**config.mk**
```make
export PLATFORM = sky130hd
export DESIGN_NAME = fair_gate_sched
export DESIGN_NICKNAME = d
export VERILOG_FILES = /design/src/rtl/fair_gate_sched.sv
export SDC_FILE = /design/constraint.sdc
export NUM_CORES = 1
export LEC_CHECK = 0
export BUFFER_PORTS_ARGS = -buffer_cell sky130_fd_sc_hd__buf_2
export CAP_MARGIN = 15
export CORE_UTILIZATION = 45
export CTS_CLUSTER_SIZE = 30
export DETAILED_ROUTE_END_ITERATION = 10
export PLACE_DENSITY = 0.74
export SYNTH_ARGS = -nofsm -noshare
export SYNTH_HDL_FRONTEND = slang
export SYNTH_SLANG_ARGS = --single-unit
```
**constraint.sdc**
```tcl
create_clock -name clk -period 4.7 [get_ports clk]
set_clock_uncertainty 0.05 [all_clocks]
set_input_delay 0.47 -clock clk [delete_from_list [all_inputs] [get_ports clk]]
set_output_delay 0.47 -clock clk [all_outputs]
set_load 0.1 [all_outputs]
```
**src/rtl/fair_gate_sched.sv**
```systemverilog
module fair_gate_sched #(
  parameter int N  = 4,
  parameter int PW = 8,
  localparam int RW = (N > 1) ? $clog2(N) : 1
) (
  input  logic            clk,
  input  logic            rst_n,
  input  logic [N-1:0]    q_empty,
  input  logic [N-1:0]    job_done,
  input  logic [N-1:0]    idle,
  input  logic [N*PW-1:0] pwr_est,
  input  logic            slow_tick,
  input  logic            preempt_mode,
  input  logic            idle_gate_cfg,
  input  logic            cap_en,
  input  logic [PW-1:0]   cap_max,
  output logic [N-1:0]    suspended,
  output logic [N-1:0]    clk_inhibit,
  output logic            cap_miss
);
  localparam logic [RW-1:0] RANK_TOP = RW'(N - 1);

  logic [N-1:0]  susp_q, inh_q;
  logic          miss_q;
  logic [RW-1:0] rank_q [N];

  logic [N-1:0] running, stalled, cand, fits, capped, keep, park, win_oh, ctl, activ, susp_nx;
  logic         all_empty, any_stalled, coop_trig, switch_ev, wake_ev, choose, use_capped;
  logic [RW-1:0] sel_c, sel_a;
  logic          fnd_c, fnd_a;

  assign running     = ~susp_q;
  assign stalled     = susp_q & ~idle;
  assign all_empty   = &q_empty;
  assign any_stalled = |stalled;
  assign coop_trig   = |(running & (job_done | idle));
  assign switch_ev   = any_stalled && (preempt_mode ? slow_tick : coop_trig);
  assign wake_ev     = !switch_ev && (&susp_q) && !all_empty;
  assign choose      = switch_ev || wake_ev;
  assign cand        = any_stalled ? stalled : (susp_q & ~q_empty);

  for (genvar g = 0; g < N; g++) begin : g_fit
    assign fits[g] = !cap_en || (pwr_est[g*PW +: PW] <= cap_max);
  end
  assign capped     = cand & fits;
  assign use_capped = |capped;

  always_comb begin
    sel_c = '0; fnd_c = 1'b0;
    sel_a = '0; fnd_a = 1'b0;
    for (int i = 0; i < N; i++) begin
      if (capped[i] && (!fnd_c || rank_q[i] > rank_q[sel_c])) begin
        sel_c = RW'(i); fnd_c = 1'b1;
      end
      if (cand[i] && (!fnd_a || rank_q[i] > rank_q[sel_a])) begin
        sel_a = RW'(i); fnd_a = 1'b1;
      end
    end
  end

  always_comb begin
    win_oh = '0;
    if (choose && (fnd_c || fnd_a))
      win_oh[use_capped ? sel_c : sel_a] = 1'b1;
  end

  assign keep    = running & ~(idle & q_empty);
  assign park    = running & idle & q_empty & {N{all_empty || (|keep)}};
  assign ctl     = choose ? (running | win_oh) : park;
  assign activ   = susp_q & ctl;
  assign susp_nx = susp_q ^ ctl;

  always_ff @(posedge clk or negedge rst_n) begin
    if (!rst_n) begin
      susp_q <= '0;
      inh_q  <= '0;
      miss_q <= 1'b0;
    end else begin
      susp_q <= susp_nx;
      inh_q  <= idle_gate_cfg ? idle : susp_nx;
      miss_q <= choose && cap_en && !use_capped;
    end
  end

  for (genvar g = 0; g < N; g++) begin : g_rank
    always_ff @(posedge clk or negedge rst_n) begin
      if (!rst_n)                              rank_q[g] <= '0;
      else if (activ[g])                       rank_q[g] <= '0;
      else if ((|activ) && rank_q[g] != RANK_TOP) rank_q[g] <= rank_q[g] + 1'b1;
    end
  end

  assign suspended   = susp_q;
  assign clk_inhibit = inh_q;
  assign cap_miss    = miss_q;

  AST_PROGRESS: assert property (@(posedge clk) disable iff (!rst_n)
    ((&suspended) && !(&q_empty)) |=> !(&suspended));
  AST_ONE_RUNNER: assert property (@(posedge clk) disable iff (!rst_n)
    switch_ev |=> ($countones(~suspended) == 1));
  AST_INHIBIT_SUSP: assert property (@(posedge clk) disable iff (!rst_n)
    (|(clk_inhibit & ~suspended)) |-> $past(idle_gate_cfg));
  AST_MISS_NEEDS_CAP: assert property (@(posedge clk) disable iff (!rst_n)
    cap_miss |-> $past(cap_en));
  AST_HOLD: assert property (@(posedge clk) disable iff (!rst_n)
    (!choose && !(|park)) |=> $stable(suspended));
endmodule

```
# [Yosys cells after proc, flatten, opt, wreduce, memory -nomap -nowiden]
# Cells that the tools add are included.
[totals] register_bits=17 in_bits=58 out_inout_bits=9
[classes] n_addsub=4 order_cmp=15 eq_ne=4 muxes=42 n_bitwise=21 n_reduce_logical=51
[op_table] op="2-bit two-way mux" count=21
[op_table] op="4-bit bitwise AND" count=10
[op_table] op="8-bit <= comparator" count=4
[op_table] op="4-bit OR reduction" count=5
[op_table] op="1-bit logical AND" count=17
[op_table] op="2-bit binary-select mux with 2-bit select" count=4
[op_table] op="4-bit two-way mux" count=4
[op_table] op="4-bit NOT" count=4
[op_table] op="1-bit logical OR" count=13
[op_table] op="3-bit >= comparator (second input constant)" count=4
[op_table] op="1-bit two-way mux" count=12
[op_table] op="2-bit greater-than comparator" count=5
[op_table] op="1-bit zero test" count=10
[op_table] op="2-bit by 1-bit adder with 2-bit output (second input constant)" count=4
[op_table] op="2-bit != test (second input constant)" count=4
[op_table] op="4-bit bitwise OR" count=2
[op_table] op="4-bit AND reduction" count=2
[op_table] op="2-bit nonzero test" count=4
[op_table] op="1-bit NOT with 3-bit output" count=2
[op_table] op="2-bit NOT with 3-bit output" count=2
[op_table] op="4-bit XOR" count=1
[op_table] op="2-bit by 3-bit less-than comparator with 1-bit output (second input constant)" count=1
[op_table] op="1-bit demux with 2-bit select" count=1
[op_table] op="2-bit by 1-bit >= comparator with 1-bit output (second input constant)" count=1

# [Depth between registers and ports, before layout]
[logic_depth] word_depth=39 depth_mapped=28

# [Least setup slack after synthesis]
# No wires, ideal clock.
[synth_path] kind="register to register" startpoint="register susp_q[2] (netlist: suspended[2])" endpoint="register rank_q[2] (netlist name)" t_arrival_ns=5.493 required_ns=4.528 setup_slack_ns=-0.966 path_stages_with_launch=25 n_path_buf=1 cell_sequence="dfrtp_1 clkbuf_2 nor2b_1 o41ai_1 nand2_1 a211o_1 nor2_1 mux2_1 ha_1 a21oi_1 o21ai_1 mux2_2 ha_1 a21oi_1 a2111oi_0 a21bo_2 o211a_1 a211o_1 o31a_1 nor2_1 ha_1 nor3_1 nor2_1 xnor2_1 nor2_1"
[synth_between] elab_chain_cells=37
[synth_rtl] item="from (decl)" line="23" source="logic [N-1:0] susp_q, inh_q;"
[synth_rtl] item="from (signal assigned)" line="79" source="susp_q <= susp_nx;"
[synth_rtl] item="4-bit bitwise AND" line="33" source="assign stalled = susp_q & ~idle;"
[synth_rtl] item="4-bit OR reduction" line="35" source="assign any_stalled = |stalled;"
[synth_rtl] item="4-bit two-way mux" line="40" source="assign cand = any_stalled ? stalled : (susp_q & ~q_empty);"
[synth_rtl] item="4-bit bitwise AND" line="45" source="assign capped = cand & fits;"
[synth_rtl] item="1-bit two-way mux" line="52" source="if (capped[i] && (!fnd_c || rank_q[i] > rank_q[sel_c])) begin"
[synth_rtl] item="1-bit zero test" line="52"
[synth_rtl] item="1-bit logical OR" line="52"
[synth_rtl] item="1-bit logical AND" line="52"
[synth_rtl] item="(+21 left out)"
[synth_rtl] item="1-bit demux with 2-bit select" line="64" source="win_oh[use_capped ? sel_c : sel_a] = 1'b1;"
[synth_rtl] item="4-bit two-way mux" line="63" source="if (choose && (fnd_c || fnd_a))"
[synth_rtl] item="4-bit bitwise OR" line="69" source="assign ctl = choose ? (running | win_oh) : park;"
[synth_rtl] item="4-bit two-way mux" line="69"
[synth_rtl] item="4-bit bitwise AND *" line="70" source="assign activ = susp_q & ctl;"
[synth_rtl] item="4-bit OR reduction" line="89" source="else if ((|activ) && rank_q[g] != RANK_TOP) rank_q[g] <= rank_q[g] + 1'b1;"
[synth_rtl] item="1-bit logical AND" line="89"
[synth_rtl] item="2-bit nonzero test (no line)"
[synth_rtl] item="to (signal, indexed assignment)" line="87" source="if (!rst_n) rank_q[g] <= '0;"
[synth_rtl] item="to (signal, indexed assignment)" line="88" source="else if (activ[g]) rank_q[g] <= '0;"
[synth_rtl] item="to (decl)" line="25" source="logic [RW-1:0] rank_q [N];"
# Every way passes the cells marked *; elsewhere a longest branch is shown, timed or not. The select of a mux whose other input is x is not followed.
# A chain may end at the register's enable or synchronous reset.

# [Worst setup path after layout]
[layout_path] startpoint="register susp_q[0] (netlist: suspended[0])" endpoint="register rank_q[6] (netlist name)"
# Same word-level chain as after synthesis.

==> qor.yml <==
drt:
  ant_nets: 0
  first_pass_iters: 5
  num_vias: 2831
  wl_um: 8760
  routedWlPerCell_um: 18.6
  drc: 0
  drt_iter0_drc: 156
  viasPerCell: 6.02
finish:
  regArea_um2: 433
  nets: 512
  nFillCells: 289
  final_common_cell: "buf_2"
  syn_to_final_growth_pct: 67.4
  multi_input_comb_area_um2: 2230
  drive_above_1_share_pct: 55.1
  final_util_pct: 78.8
  diodes: 0
  layout_common_cells: "buf_2, buf_4, ha_1"
grt:
  grt_pass1_vias: 2571
  track_usage_pct: 26.6
  grt_overflow: 0
  antenna_found_initial: 0
  grt_pass1_wl_um: 11100
  grt_max_degree: 18
timing:
  max-slew-margin-rel_pct: 35.2
  period_share_pct: 116
  rsz0062_at_grt: "true"
  setup_ws_ps: -737
  hold_violations: 0
  max_freq_ghz: 0.184
  fin_crit_ps: 5440
  worst_slew_pin_slew_ps: 969
  setup_viol: 16
  slew_violations: 0
place:
  place_congestion: 0.936
  pre_cts_ws_ps: -907
  hpwl_um: 5340
  portBuffers: 66
power_and_ir_drop:
  power.density_nw_per_um2: 760
  p_leak_nw: 1.75
  max-vdd-ir-drop_v: 0.000701
  p_total_mw: 2.83
worst_setup_path:
  worstSetupStartpoint: "suspended[0]"
  worstPathArrival_ps: 5540
  endpoint_kind: "flip-flop"
  r2r-start: "suspended[0]"
  reg2reg_slack_ps: -740
  cp.required_ps: 4800
  worst-r2r-cell-count: 30
  worstPathMaxFanout: 4
  cp_slowest_cell: "dfrtp_2"
  crit_path_frequent_cell: "buf_4"
  path_class: "flip-flop to flip-flop"
  startpoint_type: "flip-flop"
  slowest_delay_ps: 420
  r2r-end: "rank_q[6]"
clock_tree:
  cts_htree_levels: 1
  root_buffer: "clkbuf_8"
  cts_buffers: 3
  clk_path_buf_depth: 2
  cts_tree: "built"
  numClockSinks: 17
  clkTransAtPathRegs_ps: 70
  clk_latency_ps: 260
job:
  maxCapViolCount: 0
logic_synthesis:
  yosysSeqAreaShare_pct: 19.1
  synth_warnings: 0
  synth_flop_cell: "dfrtp_1"
  synth_nets: 376
  synthCells: 268
  yosys.cell_types.count: 45
  synth_area_per_cell_um2: 8.30
  synth-edff-count: 0
  synth-async-reset-ratio_pct: 100
  netlist_area_um2: 2220
  ys_seq_elements: 17
outcome:
  status: "finished, violations left"
  failed_checks: "setup timing"
floorplan:
  core_um2: 4720
  boundaryPins: 67
  start_util_pct: 47.1
  die_width_um: 72.3
  dieArea_um2: 5230
  row_count: 25
  dieHeight_um: 72.3
min_path:
  hold_class: "primary input to asynchronous set/reset pin"
==> Yosys cell counts (all sizes together) (2+ instances only) <==
cell type  number  area share (%)
a211o           3             1.2
a211oi          5             1.7
a21o            2            0.68
a21oi          31             7.0
a31oi           4             1.1
dfrtp          17              19
ha             50              28
inv            23             3.9
mux2            9             4.6
nand2          15             2.5
nand2b          3            0.84
nand3           7             1.6
nand4           9             2.5
nor2           18             3.0
nor2b          12             3.7
nor3            9             2.0
o211ai          4             1.4
o21a            3             1.0
o21ai          14             3.2
o22ai           2            0.56
o41ai           3             1.2
or2             2            0.56
xnor2           4             1.6
==> stage by stage <==
stage	setup TNS, ps	std cells	area (um2)	hold WS [ps]
CTS	-5470	460	3320	87.8
global placement	-7510	446	3090	360
finish	-9020	470	3720	66.2
detailed placement	-10330	446	3090	359
global route	-12020	470	3720	91.8
floorplan	-6150	268	2340	124
==> what timing repair did <==
| action | 4_1_cts | 5_1_grt |
|---|---|---|
| gates cloned | 0 | 0 |
| setup buffers | 10 | 11 |
| endpoints found under the setup margin | 16 | 16 |
| resized for setup | 25 | 67 |
| pin swaps | 34 | 47 |
| hold buffers | 0 | 0 |
==> cells by family (layout without fill, tap and decap cells) <==
| group | after synthesis | after routing | share of synthesized area, % |
|---|---|---|---|
| multiplexers | 9 | 9 | 4.56 |
| buffers and inverters | 24 | 159 | 4.11 |
| AO/OA/AOI/OAI | 83 | 83 | 23.8 |
| XOR/XNOR | 4 | 4 | 1.58 |
| adder cells (fa/ha/maj) | 50 | 50 | 28.1 |
| AND/OR/NAND/NOR | 81 | 81 | 18.7 |
| flip-flops | 17 | 17 | 19.1 |
==> routing by layer <==
| layer | GRT usage [%] | wire length, um | vias to the layer above | share of wire, % |
|---|---|---|---|---|
| met5 | 0 | 0 | - | 0 |
| met4 | 6.32 | 380 | 0 | 4.3 |
| met3 | 3.19 | 519 | 37 | 5.9 |
| met2 | 49.4 | 4410 | 161 | 50 |
| met1 | 32.4 | 3450 | 1351 | 39 |
| li1 | - | - | 1282 | - |
==> area by class of cell <==
cell class	count	share of cell area (%)
multi-input cells	227	60.0
flip-flops and latches	17	11.6
repair buffers	132	22.5
well taps	67	2.25
clock buffers	3	1.11
inverters	23	2.39
clock inverters	1	0.134
==> flip-flops by register name, indices dropped and copies added (netlist names) <==
name         cells
cap_miss         1
clk_inhibit      4
rank_q           8
suspended        4
==> how the worst max path moves through the flow <==
stage,slack [ps],endpoint,cells after the start
final,-740,rank_q[6],30
after detailed placement,-910,rank_q[6],28
after CTS,-520,rank_q[4],25
after global routing,-960,rank_q[6],30
after global placement,-680,rank_q[6],27
after floorplan,-550,rank_q[6],25
==> critical path, delay by kind of cell (launching register included) <==
kind / cells / cell delay [ps]
adder cells (fa/ha/maj): 3 / 820
multiplexers: 1 / 320
flip-flops: 1 / 420
buffers and inverters: 5 / 740
XOR/XNOR: 1 / 140
AND/OR/NAND/NOR: 10 / 1100
AO/OA/AOI/OAI: 10 / 1720
==> power by group <==
part | switching, mW | leakage (nW) | total [mW] | internal (mW)
logic | 1.34 | 1.52 | 2.42 | 1.08
registers | 0.0640 | 0.203 | 0.295 | 0.231
clock network | 0.0553 | 0.0255 | 0.114 | 0.0591
total | 1.46 | 1.75 | 2.83 | 1.37
Note: power is estimated with default switching activity, not from simulation.
